`src/rtl/osc_fo_pkg.sv`:
```
package osc_fo_pkg;

    typedef enum logic [1:0] {
        ST_IDLE   = 2'd0,
        ST_WATCH  = 2'd1,
        ST_FAILED = 2'd2,
        ST_HELD   = 2'd3
    } fo_state_t;

    // packed: en is bit 0, swback bit 1, half bit 2
    typedef struct packed {
        logic half;
        logic swback;
        logic en;
    } fo_ctrl_t;

    localparam int unsigned ADDR_CTRL = 0;
    localparam int unsigned ADDR_STAT = 1;

    function automatic int unsigned cnt_bits(input int unsigned limit);
        return (limit > 1) ? $clog2(limit) : 1;
    endfunction

    function automatic logic on_safe(input fo_state_t s);
        return (s == ST_FAILED) || (s == ST_HELD);
    endfunction

endpackage

```
`src/rtl/osc_fo_edge_sync.sv`:
```
module osc_fo_edge_sync #(
    parameter int unsigned STAGES = 2
) (
    input  logic clk,
    input  logic rst,
    input  logic async_in,
    output logic rise
);
    logic [STAGES:0] pipe;

    always_ff @(posedge clk) begin
        if (rst) begin
            pipe <= '0;
        end else begin
            pipe <= {pipe[STAGES-1:0], async_in};
        end
    end

    assign rise = pipe[STAGES-1] & ~pipe[STAGES];

endmodule

```
`src/rtl/osc_fo_tick.sv`:
```
module osc_fo_tick (
    input  logic clk,
    input  logic rst,
    input  logic half,
    output logic tick
);
    logic phase;

    always_ff @(posedge clk) begin
        if (rst) begin
            phase <= 1'b0;
        end else if (!half) begin
            phase <= 1'b0;
        end else begin
            phase <= ~phase;
        end
    end

    assign tick = ~half | phase;

    a_r3_half_rate: assert property (@(posedge clk) disable iff (rst)
        (half && $past(half) && tick) |=> (!tick || !half));

endmodule

```
`src/rtl/osc_fo_monitor.sv`:
```
module osc_fo_monitor
    import osc_fo_pkg::*;
#(
    parameter int unsigned TIMEOUT = 4,
    parameter int unsigned RECOVER = 8
) (
    input  logic clk,
    input  logic rst,
    input  logic en,
    input  logic swback,
    input  logic edge_seen,
    input  logic tick,
    output logic use_safe,
    output logic fail_evt,
    output logic back_done
);
    localparam int unsigned GW = cnt_bits(TIMEOUT);
    localparam int unsigned RW = cnt_bits(RECOVER);
    localparam logic [GW-1:0] GAP_LAST  = GW'(TIMEOUT - 1);
    localparam logic [RW-1:0] GOOD_LAST = RW'(RECOVER - 1);

    fo_state_t      state, state_n;
    logic [GW-1:0]  gap_cnt, gap_n;
    logic [RW-1:0]  good_cnt, good_n;
    logic           timeout;

    assign timeout = tick && !edge_seen && (gap_cnt == GAP_LAST);

    always_comb begin
        if (!en || edge_seen) begin
            gap_n = '0;
        end else if (tick && gap_cnt != GAP_LAST) begin
            gap_n = gap_cnt + 1'b1;
        end else begin
            gap_n = gap_cnt;
        end
    end

    always_comb begin
        state_n   = state;
        good_n    = good_cnt;
        fail_evt  = 1'b0;
        back_done = 1'b0;
        if (!en) begin
            state_n = ST_IDLE;
            good_n  = '0;
        end else begin
            unique case (state)
                ST_IDLE: begin
                    state_n = ST_WATCH;
                    good_n  = '0;
                end
                ST_WATCH: begin
                    good_n = '0;
                    if (timeout) begin
                        state_n  = ST_FAILED;
                        fail_evt = 1'b1;
                    end
                end
                ST_FAILED: begin
                    if (timeout) begin
                        good_n = '0;
                    end else if (edge_seen) begin
                        if (good_cnt == GOOD_LAST) begin
                            good_n = '0;
                            if (swback) begin
                                state_n   = ST_WATCH;
                                back_done = 1'b1;
                            end else begin
                                state_n = ST_HELD;
                            end
                        end else begin
                            good_n = good_cnt + 1'b1;
                        end
                    end
                end
                ST_HELD: begin
                    good_n = '0;
                    if (timeout) begin
                        state_n  = ST_FAILED;
                        fail_evt = 1'b1;
                    end else if (swback) begin
                        state_n   = ST_WATCH;
                        back_done = 1'b1;
                    end
                end
                default: state_n = ST_IDLE;
            endcase
        end
    end

    always_ff @(posedge clk) begin
        if (rst) begin
            state    <= ST_IDLE;
            gap_cnt  <= '0;
            good_cnt <= '0;
        end else begin
            state    <= state_n;
            gap_cnt  <= gap_n;
            good_cnt <= good_n;
        end
    end

    assign use_safe = on_safe(state);

    a_r2_idle_on_ext: assert property (@(posedge clk) disable iff (rst)
        !en |=> !use_safe);

    a_r5_fail_goes_safe: assert property (@(posedge clk) disable iff (rst)
        fail_evt |=> use_safe);

    a_r6_return_needs_swback: assert property (@(posedge clk) disable iff (rst)
        $fell(use_safe) |-> ($past(swback) || !$past(en)));

endmodule

```
`src/rtl/osc_fo_regs.sv`:
```
module osc_fo_regs
    import osc_fo_pkg::*;
#(
    parameter int unsigned DATA_W = 32,
    parameter int unsigned ADDR_W = 2
) (
    input  logic              clk,
    input  logic              rst,
    input  logic              bus_wr,
    input  logic [ADDR_W-1:0] bus_addr,
    input  logic [DATA_W-1:0] bus_wdata,
    input  logic              lock,
    input  logic              fail_evt,
    input  logic              back_done,
    input  logic              use_safe,
    output fo_ctrl_t          ctrl,
    output logic              fail_sticky,
    output logic [DATA_W-1:0] bus_rdata
);
    logic hit_ctrl, hit_stat, ctrl_wr;

    assign hit_ctrl = (bus_addr == ADDR_W'(ADDR_CTRL));
    assign hit_stat = (bus_addr == ADDR_W'(ADDR_STAT));
    assign ctrl_wr  = bus_wr && hit_ctrl && !lock;

    always_ff @(posedge clk) begin
        if (rst) begin
            ctrl <= '0;
        end else begin
            if (ctrl_wr) begin
                ctrl.en     <= bus_wdata[0];
                ctrl.half   <= bus_wdata[2];
                ctrl.swback <= bus_wdata[1] && bus_wdata[0] && ctrl.en;
            end
            if (back_done) begin
                ctrl.swback <= 1'b0;
            end
        end
    end

    always_ff @(posedge clk) begin
        if (rst) begin
            fail_sticky <= 1'b0;
        end else if (fail_evt) begin
            fail_sticky <= 1'b1;
        end else if (bus_wr && hit_stat && bus_wdata[0]) begin
            fail_sticky <= 1'b0;
        end
    end

    always_comb begin
        bus_rdata = '0;
        if (hit_ctrl) begin
            bus_rdata[2:0] = ctrl;
        end else if (hit_stat) begin
            bus_rdata[0] = fail_sticky;
            bus_rdata[1] = use_safe;
        end
    end

    a_r4_swback_needs_en: assert property (@(posedge clk) disable iff (rst)
        ctrl.swback |-> ctrl.en);

    a_r8_lock_holds: assert property (@(posedge clk) disable iff (rst)
        (bus_wr && lock && hit_ctrl) |=> ($stable(ctrl.en) && $stable(ctrl.half)));

    a_r9_sticky_set: assert property (@(posedge clk) disable iff (rst)
        fail_evt |=> fail_sticky);

    a_r7_swback_cleared: assert property (@(posedge clk) disable iff (rst)
        $fell(use_safe) |-> !ctrl.swback);

endmodule

```
`src/rtl/osc_failover.sv`:
```
module osc_failover
    import osc_fo_pkg::*;
#(
    parameter int unsigned DATA_W      = 32,
    parameter int unsigned ADDR_W      = 2,
    parameter int unsigned TIMEOUT     = 4,
    parameter int unsigned RECOVER     = 8,
    parameter int unsigned SYNC_STAGES = 2
) (
    input  logic              clk,
    input  logic              rst,
    input  logic              ext_clk,
    input  logic              lock,
    input  logic              bus_wr,
    input  logic [ADDR_W-1:0] bus_addr,
    input  logic [DATA_W-1:0] bus_wdata,
    output logic [DATA_W-1:0] bus_rdata,
    output logic              safe_tick,
    output logic              clk_src_safe,
    output logic              fail_sticky
);
    fo_ctrl_t ctrl;
    logic     ext_rise, fail_evt, back_done, use_safe;

    osc_fo_edge_sync #(.STAGES(SYNC_STAGES)) u_sync (
        .clk      (clk),
        .rst      (rst),
        .async_in (ext_clk),
        .rise     (ext_rise)
    );

    osc_fo_tick u_tick (
        .clk  (clk),
        .rst  (rst),
        .half (ctrl.half),
        .tick (safe_tick)
    );

    osc_fo_monitor #(.TIMEOUT(TIMEOUT), .RECOVER(RECOVER)) u_mon (
        .clk       (clk),
        .rst       (rst),
        .en        (ctrl.en),
        .swback    (ctrl.swback),
        .edge_seen (ext_rise),
        .tick      (safe_tick),
        .use_safe  (use_safe),
        .fail_evt  (fail_evt),
        .back_done (back_done)
    );

    osc_fo_regs #(.DATA_W(DATA_W), .ADDR_W(ADDR_W)) u_regs (
        .clk         (clk),
        .rst         (rst),
        .bus_wr      (bus_wr),
        .bus_addr    (bus_addr),
        .bus_wdata   (bus_wdata),
        .lock        (lock),
        .fail_evt    (fail_evt),
        .back_done   (back_done),
        .use_safe    (use_safe),
        .ctrl        (ctrl),
        .fail_sticky (fail_sticky),
        .bus_rdata   (bus_rdata)
    );

    assign clk_src_safe = use_safe;

endmodule

```
`config.mk`:
```
export PLATFORM = sky130hd
export DESIGN_NAME = osc_failover
export DESIGN_NICKNAME = d
export VERILOG_FILES = /design/src/rtl/osc_fo_pkg.sv /design/src/rtl/osc_fo_edge_sync.sv /design/src/rtl/osc_fo_tick.sv /design/src/rtl/osc_fo_monitor.sv /design/src/rtl/osc_fo_regs.sv /design/src/rtl/osc_failover.sv
export SDC_FILE = /design/constraint.sdc
export NUM_CORES = 1
export LEC_CHECK = 0
export ABC_CLOCK_PERIOD_IN_PS = 1400
export CAP_MARGIN = 20
export CORE_AREA = 3 3 61 63
export CTS_CLUSTER_SIZE = 10
export DETAILED_ROUTE_END_ITERATION = 7
export DIE_AREA = 0 0 64 66
export GPL_TIMING_DRIVEN = 0
export PLACE_DENSITY = 0.79
export SETUP_SLACK_MARGIN = 0.2
export SKIP_CTS_REPAIR_TIMING = 1
export SKIP_LAST_GASP = 1
export SLEW_MARGIN = 20
export SYNTH_ARGS = -nofsm -noshare
export SYNTH_HDL_FRONTEND = slang
export SYNTH_SLANG_ARGS = --single-unit
```
`constraint.sdc`:
```
create_clock -name clk -period 1.4 [get_ports clk]
set_clock_uncertainty 0.15 [all_clocks]
set_input_delay 0.14 -clock clk [delete_from_list [all_inputs] [get_ports clk]]
set_output_delay 0.14 -clock clk [all_outputs]
set_load 0.02 [all_outputs]
```
==> results of run 1 <==
Yosys cell counts, types with 2 or more instances:
master,instances
buf_4,29
dfxtp_1,15
nor2_1,7
nand2_1,6
a21oi_1,5
mux2i_1,5
inv_1,4
nand3_1,4
nor2b_1,4
ha_1,3
clkbuf_1,2
nand2b_1,2
o21ai_0,2
or3_1,2
metal layers:
layer | GRT usage | up-vias | share of wire
met1 | 0.0851 | 340 | 0.41
met2 | 0.135 | 16 | 0.53
li1 | - | 397 | -
met5 | 0 | - | 0
met4 | 0.0323 | 0 | 0.0051
met3 | 0.0136 | 2 | 0.054
critical path: stages, from the launching register on:
cell and delay [ps]:
dfxtp_4 370, ha_4 140, ha_4 120, nand3b_1 130
a211oi_2 260, a211oi_2 80
area by class of cell:
| type | instances | area, µm² | area share |
|---|---|---|---|
| well taps | 46 | 57.6 | 0.0411 |
| inverters | 5 | 21.3 | 0.0152 |
| flip-flops and latches | 15 | 319 | 0.228 |
| repair buffers | 18 | 185 | 0.132 |
| plain buffers | 31 | 226 | 0.162 |
| clock buffers | 4 | 26.3 | 0.0188 |
| multi-input cells | 83 | 566 | 0.404 |
cells by family (layout without fill, tap and decap cells):
family,after synthesis,after routing,share of synthesized area
AOI/OAI and AO/OA,11,11,0.0796
adders and majority gates,3,3,0.0405
buffers and inverters,36,58,0.263
and+or+nand+nor,34,34,0.219
other,1,29,0.00404
DFF,15,15,0.324
muxes,6,6,0.0702
power groups by stage:
stage | clock, µW | combinational (µW) | sequential [µW]
2_1_floorplan | 0 | 155 | 445
3_3_place_gp | 0 | 194 | 445
3_5_place_dp | 0 | 194 | 446
4_1_cts | 258 | 194 | 436
5_1_grt | 271 | 216 | 430
6_report | 242 | 199 | 429
flip-flops by register name (all words and copies together) (netlist names):
signal / cells
u_sync.pipe: 3
u_regs.ctrl: 3
u_regs.fail_sticky: 1
u_tick.phase: 1
u_mon.state: 2
u_mon.good_cnt: 3
u_mon.gap_cnt: 2
through the flow:
step / instance area, µm² / utilization / hold WS [ps] / worst slack [ps] / setup TNS [ps]
6_report: 1400 / 0.427 / 81.4 / 25.3 / 0
3_5_place_dp: 1280 / 0.390 / 279 / -486 / -3170
2_1_floorplan: 1070 / - / 118 / 156 / 0
3_3_place_gp: 1280 / 0.390 / 267 / -488 / -3180
5_1_grt: 1400 / 0.427 / 132 / -71.6 / -182
4_1_cts: 1310 / 0.398 / 250 / -483 / -2520
path summary, 6_finish.rpt:
path,endpoint,cells past startpoint,slack [ps]
min,u_regs.fail_sticky,4,80
min reg2reg,u_sync.pipe[1],1,300
max,u_regs.ctrl[1],5,30
max reg2reg,u_regs.ctrl[1],5,30
==> impl_metrics.yaml, run 1 <==
outcome:
  status: "finished clean"
place:
  numPortBuffers: 15
  dpl.hpwl_um: 1380
  dp.cells: 195
  gp_congestion: 0.703
floorplan:
  die_h_um: 66
  die_w_um: 64
  coreArea_mm2: 0.00328
  die-area_mm2: 0.00422
  rows: 21
  initial_core_util: 0.282
  num_io_pins: 74
worst_setup_path:
  cp-startpoint: "u_mon.good_cnt[0]"
  reg2reg_from: "u_mon.good_cnt[0]"
  crit_type: "register to register"
  crit_path_start_kind: "register"
  end_kind: "register"
  cp.arrival_ps: 1380
  cp_max_fo: 3
  cp.required_ps: 1410
yosys:
  avgSynthCellArea_um2: 8.75
  synth-seq-cells: 15
  synth_area_um2: 927
  yosysWarnings: 0
  yosys.area.top_type_share: 0.324
  netlist_top_cells_area: "dfxtp_1 (32%), buf_4 (23%), mux2i_1 (5.4%)"
  synthCells: 106
  synth_edf_count: 0
  ys_types: 30
  async_reset_ff_frac: 0
  yosysSeqAreaShare: 0.324
  synth_ff_type: "dfxtp_1"
  synthDominantAreaCellType: "dfxtp_1"
drt:
  drcViolationCount: 0
  drt_iter0_drc: 6
  num_vias: 755
  wl_per_cell_um: 8.67
  drtAntennaViolNets: 0
  drt_pre_antenna_iters: 3
  routed_via_density: 3.74
  wl_um: 1750
global_routing:
  grtUsageTotal: 0.0748
  overflow: 0
  grt_pass1_wl_um: 2540
  grt_max_degree: 11
  antenna_found_initial: 0
  grt_pass1_vias: 624
clocking:
  cts_sinks: 15
  clockBufferDepth: 2
  numCtsBuffers: 3
  clkSlewWorstSetupHoldPaths_ps: 90
  cts_root_buffer: "clkbuf_4"
  h-tree-depth: 1
  cts_tree: "yes"
  clock_latency_ps: 280
sta:
  hold_viol_final: 0
  finalSetupViolCount: 0
  period_needed_ps: 1370
  final-max-slew-violation-count: 0
  rsz0062_at_grt: "true"
  maxClockFrequency_mhz: 727
  min_period_over_period: 0.982
power:
  swShare: 0.279
  p_seq_frac: 0.493
  p_per_area_mw_per_mm2: 621
  leakagePower_uw: 0.000676
  power.total_uw: 871
  comb_power_share: 0.229
  p_int_uw: 628
  p_sw_uw: 243
  vdd_drop_max_uv: 398
  power_frac_clock: 0.278
layout:
  drive_gt1_frac: 0.417
  final_common_cell: "buf_4"
  fillerInstances: 331
  num-nets-final: 199
  mostFrequentLayoutCells: "buf_4 (34), conb_1 (29), dfxtp_1 (8)"
  fin_cells: 202
  area_growth_pct: 51.1
  antennaDiodeCount: 0
worst_hold_path:
  hp-class: "primary input to register"
  hp-start: "bus_wr"
job:
  cap_violations: 0
Power figures use the tool's default switching activity.
==> inputs of run 2 (changes only) <==
--- a/config.mk
+++ b/config.mk
@@ -8,6 +8,7 @@
 export ABC_CLOCK_PERIOD_IN_PS = 1400
 export CAP_MARGIN = 20
 export CORE_AREA = 3 3 61 63
+export CTS_BUF_LIST = sky130_fd_sc_hd__clkbuf_16
 export CTS_CLUSTER_SIZE = 10
 export DETAILED_ROUTE_END_ITERATION = 7
 export DIE_AREA = 0 0 64 66
==> impl_metrics.yaml, run 2 (same netlist as run 1, synthesis figures left out) <==
outcome:
  status: "finished clean"
global_routing:
  antenna_found_initial: 0
  grt_max_degree: 11
  grtUsageMet2: 0.143
  grt_pass1_wl_um: 2650
  grt.met3_usage: 0.0136
  use_met1: 0.0873
  grtUsageTotal: 0.0777
  grt_pass1_vias: 641
  top_usage_layer: "met2"
  overflow: 0
clocking:
  cts_sinks: 15
  h-tree-depth: 1
  cts_root_buffer: "clkbuf_16"
  clock_latency_ps: 240
  numCtsBuffers: 3
  clkSlewWorstSetupHoldPaths_ps: 50
  cts_tree: "yes"
  clockBufferDepth: 2
layout:
  reg_top3: "u_mon.good_cnt (3), u_regs.ctrl (3), u_sync.pipe (3)"
  mostFrequentLayoutCells: "buf_4 (33), conb_1 (29), dfxtp_1 (9)"
  final_common_cell: "buf_4"
  design_area_mm2: 0.00145
  antennaDiodeCount: 0
  drive_gt1_frac: 0.439
  postLayoutCoreUtil: 0.443
  area_growth_pct: 56.8
  num-nets-final: 200
drt:
  drcViolationCount: 0
  drt_pre_antenna_iters: 4
  routed_via_density: 3.77
  wl_um: 1880
  drtAntennaViolNets: 0
  wl_per_cell_um: 9.27
  num_vias: 765
  drt_iter0_drc: 11
floorplan:
  rows: 21
  die-area_mm2: 0.00422
  die_h_um: 66
  die_w_um: 64
  coreArea_mm2: 0.00328
  initial_core_util: 0.282
  num_io_pins: 74
sta:
  min_period_over_period: 0.982
  setup-tns-final_ps: 0
  maxClockFrequency_mhz: 727
  setup_slack_ps: 25.3
  hold_viol_final: 0
  rsz0062_at_grt: "true"
  final-max-slew-violation-count: 0
  finalSetupViolCount: 0
  period_needed_ps: 1370
worst_setup_path:
  cp_max_fo: 3
  cp.required_ps: 1400
  cp-startpoint: "u_mon.good_cnt[0]"
  r2r_slack_ps: 30
  rr_endpoint: "u_mon.state[1]"
  crit_end: "u_mon.state[1]"
  end_kind: "register"
  crit_path_start_kind: "register"
  reg2reg_from: "u_mon.good_cnt[0]"
  crit_type: "register to register"
  r2r_cells: 5
  cp.arrival_ps: 1380
power:
  leakagePower_uw: 0.000697
  power.total_uw: 1180
  vdd_drop_max_uv: 513
  p_per_area_mw_per_mm2: 814
place:
  numPortBuffers: 15
  gp_congestion: 0.703
  place_area_mm2: 0.00128
  dpl.hpwl_um: 1380
  place_ws_ps: -486
worst_hold_path:
  hp-class: "primary input to register"
job:
  cap_violations: 0
run 2: cell types whose count changed in the layout (fill, tap and decap cells not counted), sizes merged:
cell / delta
buf: -1
clkbuf: +2
dlymetal6s2s: -1
inv: +1
run 2: worst min-delay path by stage:
stage,start,to,slack (ps),depth (start not counted)
2_1_floorplan,ext_clk,u_sync.pipe[0],120,1
3_3_place_gp,u_sync.pipe[0],u_sync.pipe[1],270,1
3_5_place_dp,u_sync.pipe[0],u_sync.pipe[1],280,1
4_1_cts,u_sync.pipe[0],u_sync.pipe[1],290,1
5_1_grt,lock,u_regs.ctrl[0],180,4
6_report,bus_wr,u_regs.fail_sticky,150,4
run 2: metal layers:
layer | vias to the layer above | part of all wire
met2 | 21 | 0.55
li1 | 399 | -
met3 | 2 | 0.055
met4 | 0 | 0.010
met1 | 343 | 0.39
met5 | - | 0
run 2: final cells by class:
class | instances | area, µm²
plain buffers | 31 | 226
clock buffers | 3 | 75.1
clock inverters | 1 | 3.75
fillers | 326 | 1830
inverters | 5 | 23.8
multi-input cells | 83 | 574
flip-flops and latches | 15 | 313
well taps | 46 | 57.6
repair buffers | 19 | 180
run 2: report_power, final:
| part | internal [µW] | switching (µW) | total [µW] |
|---|---|---|---|
| Sequential | 430 | 3.86 | 434 |
| Combinational | 94.5 | 109 | 204 |
| Clock | 378 | 168 | 546 |
run 2: critical path, stage by stage (launching register included):
cell	delay [ps]
dfxtp_4	350
ha_4	160
ha_4	150
nand3b_1	110
nand3_1	140
a311oi_2	220
run 2: stage by stage:
stage | hold WS (ps) | std cells
finish | 151 | 203
global route | 181 | 203
CTS | 292 | 199
detailed placement | 279 | 195
global placement | 267 | 195
floorplan | 118 | 134
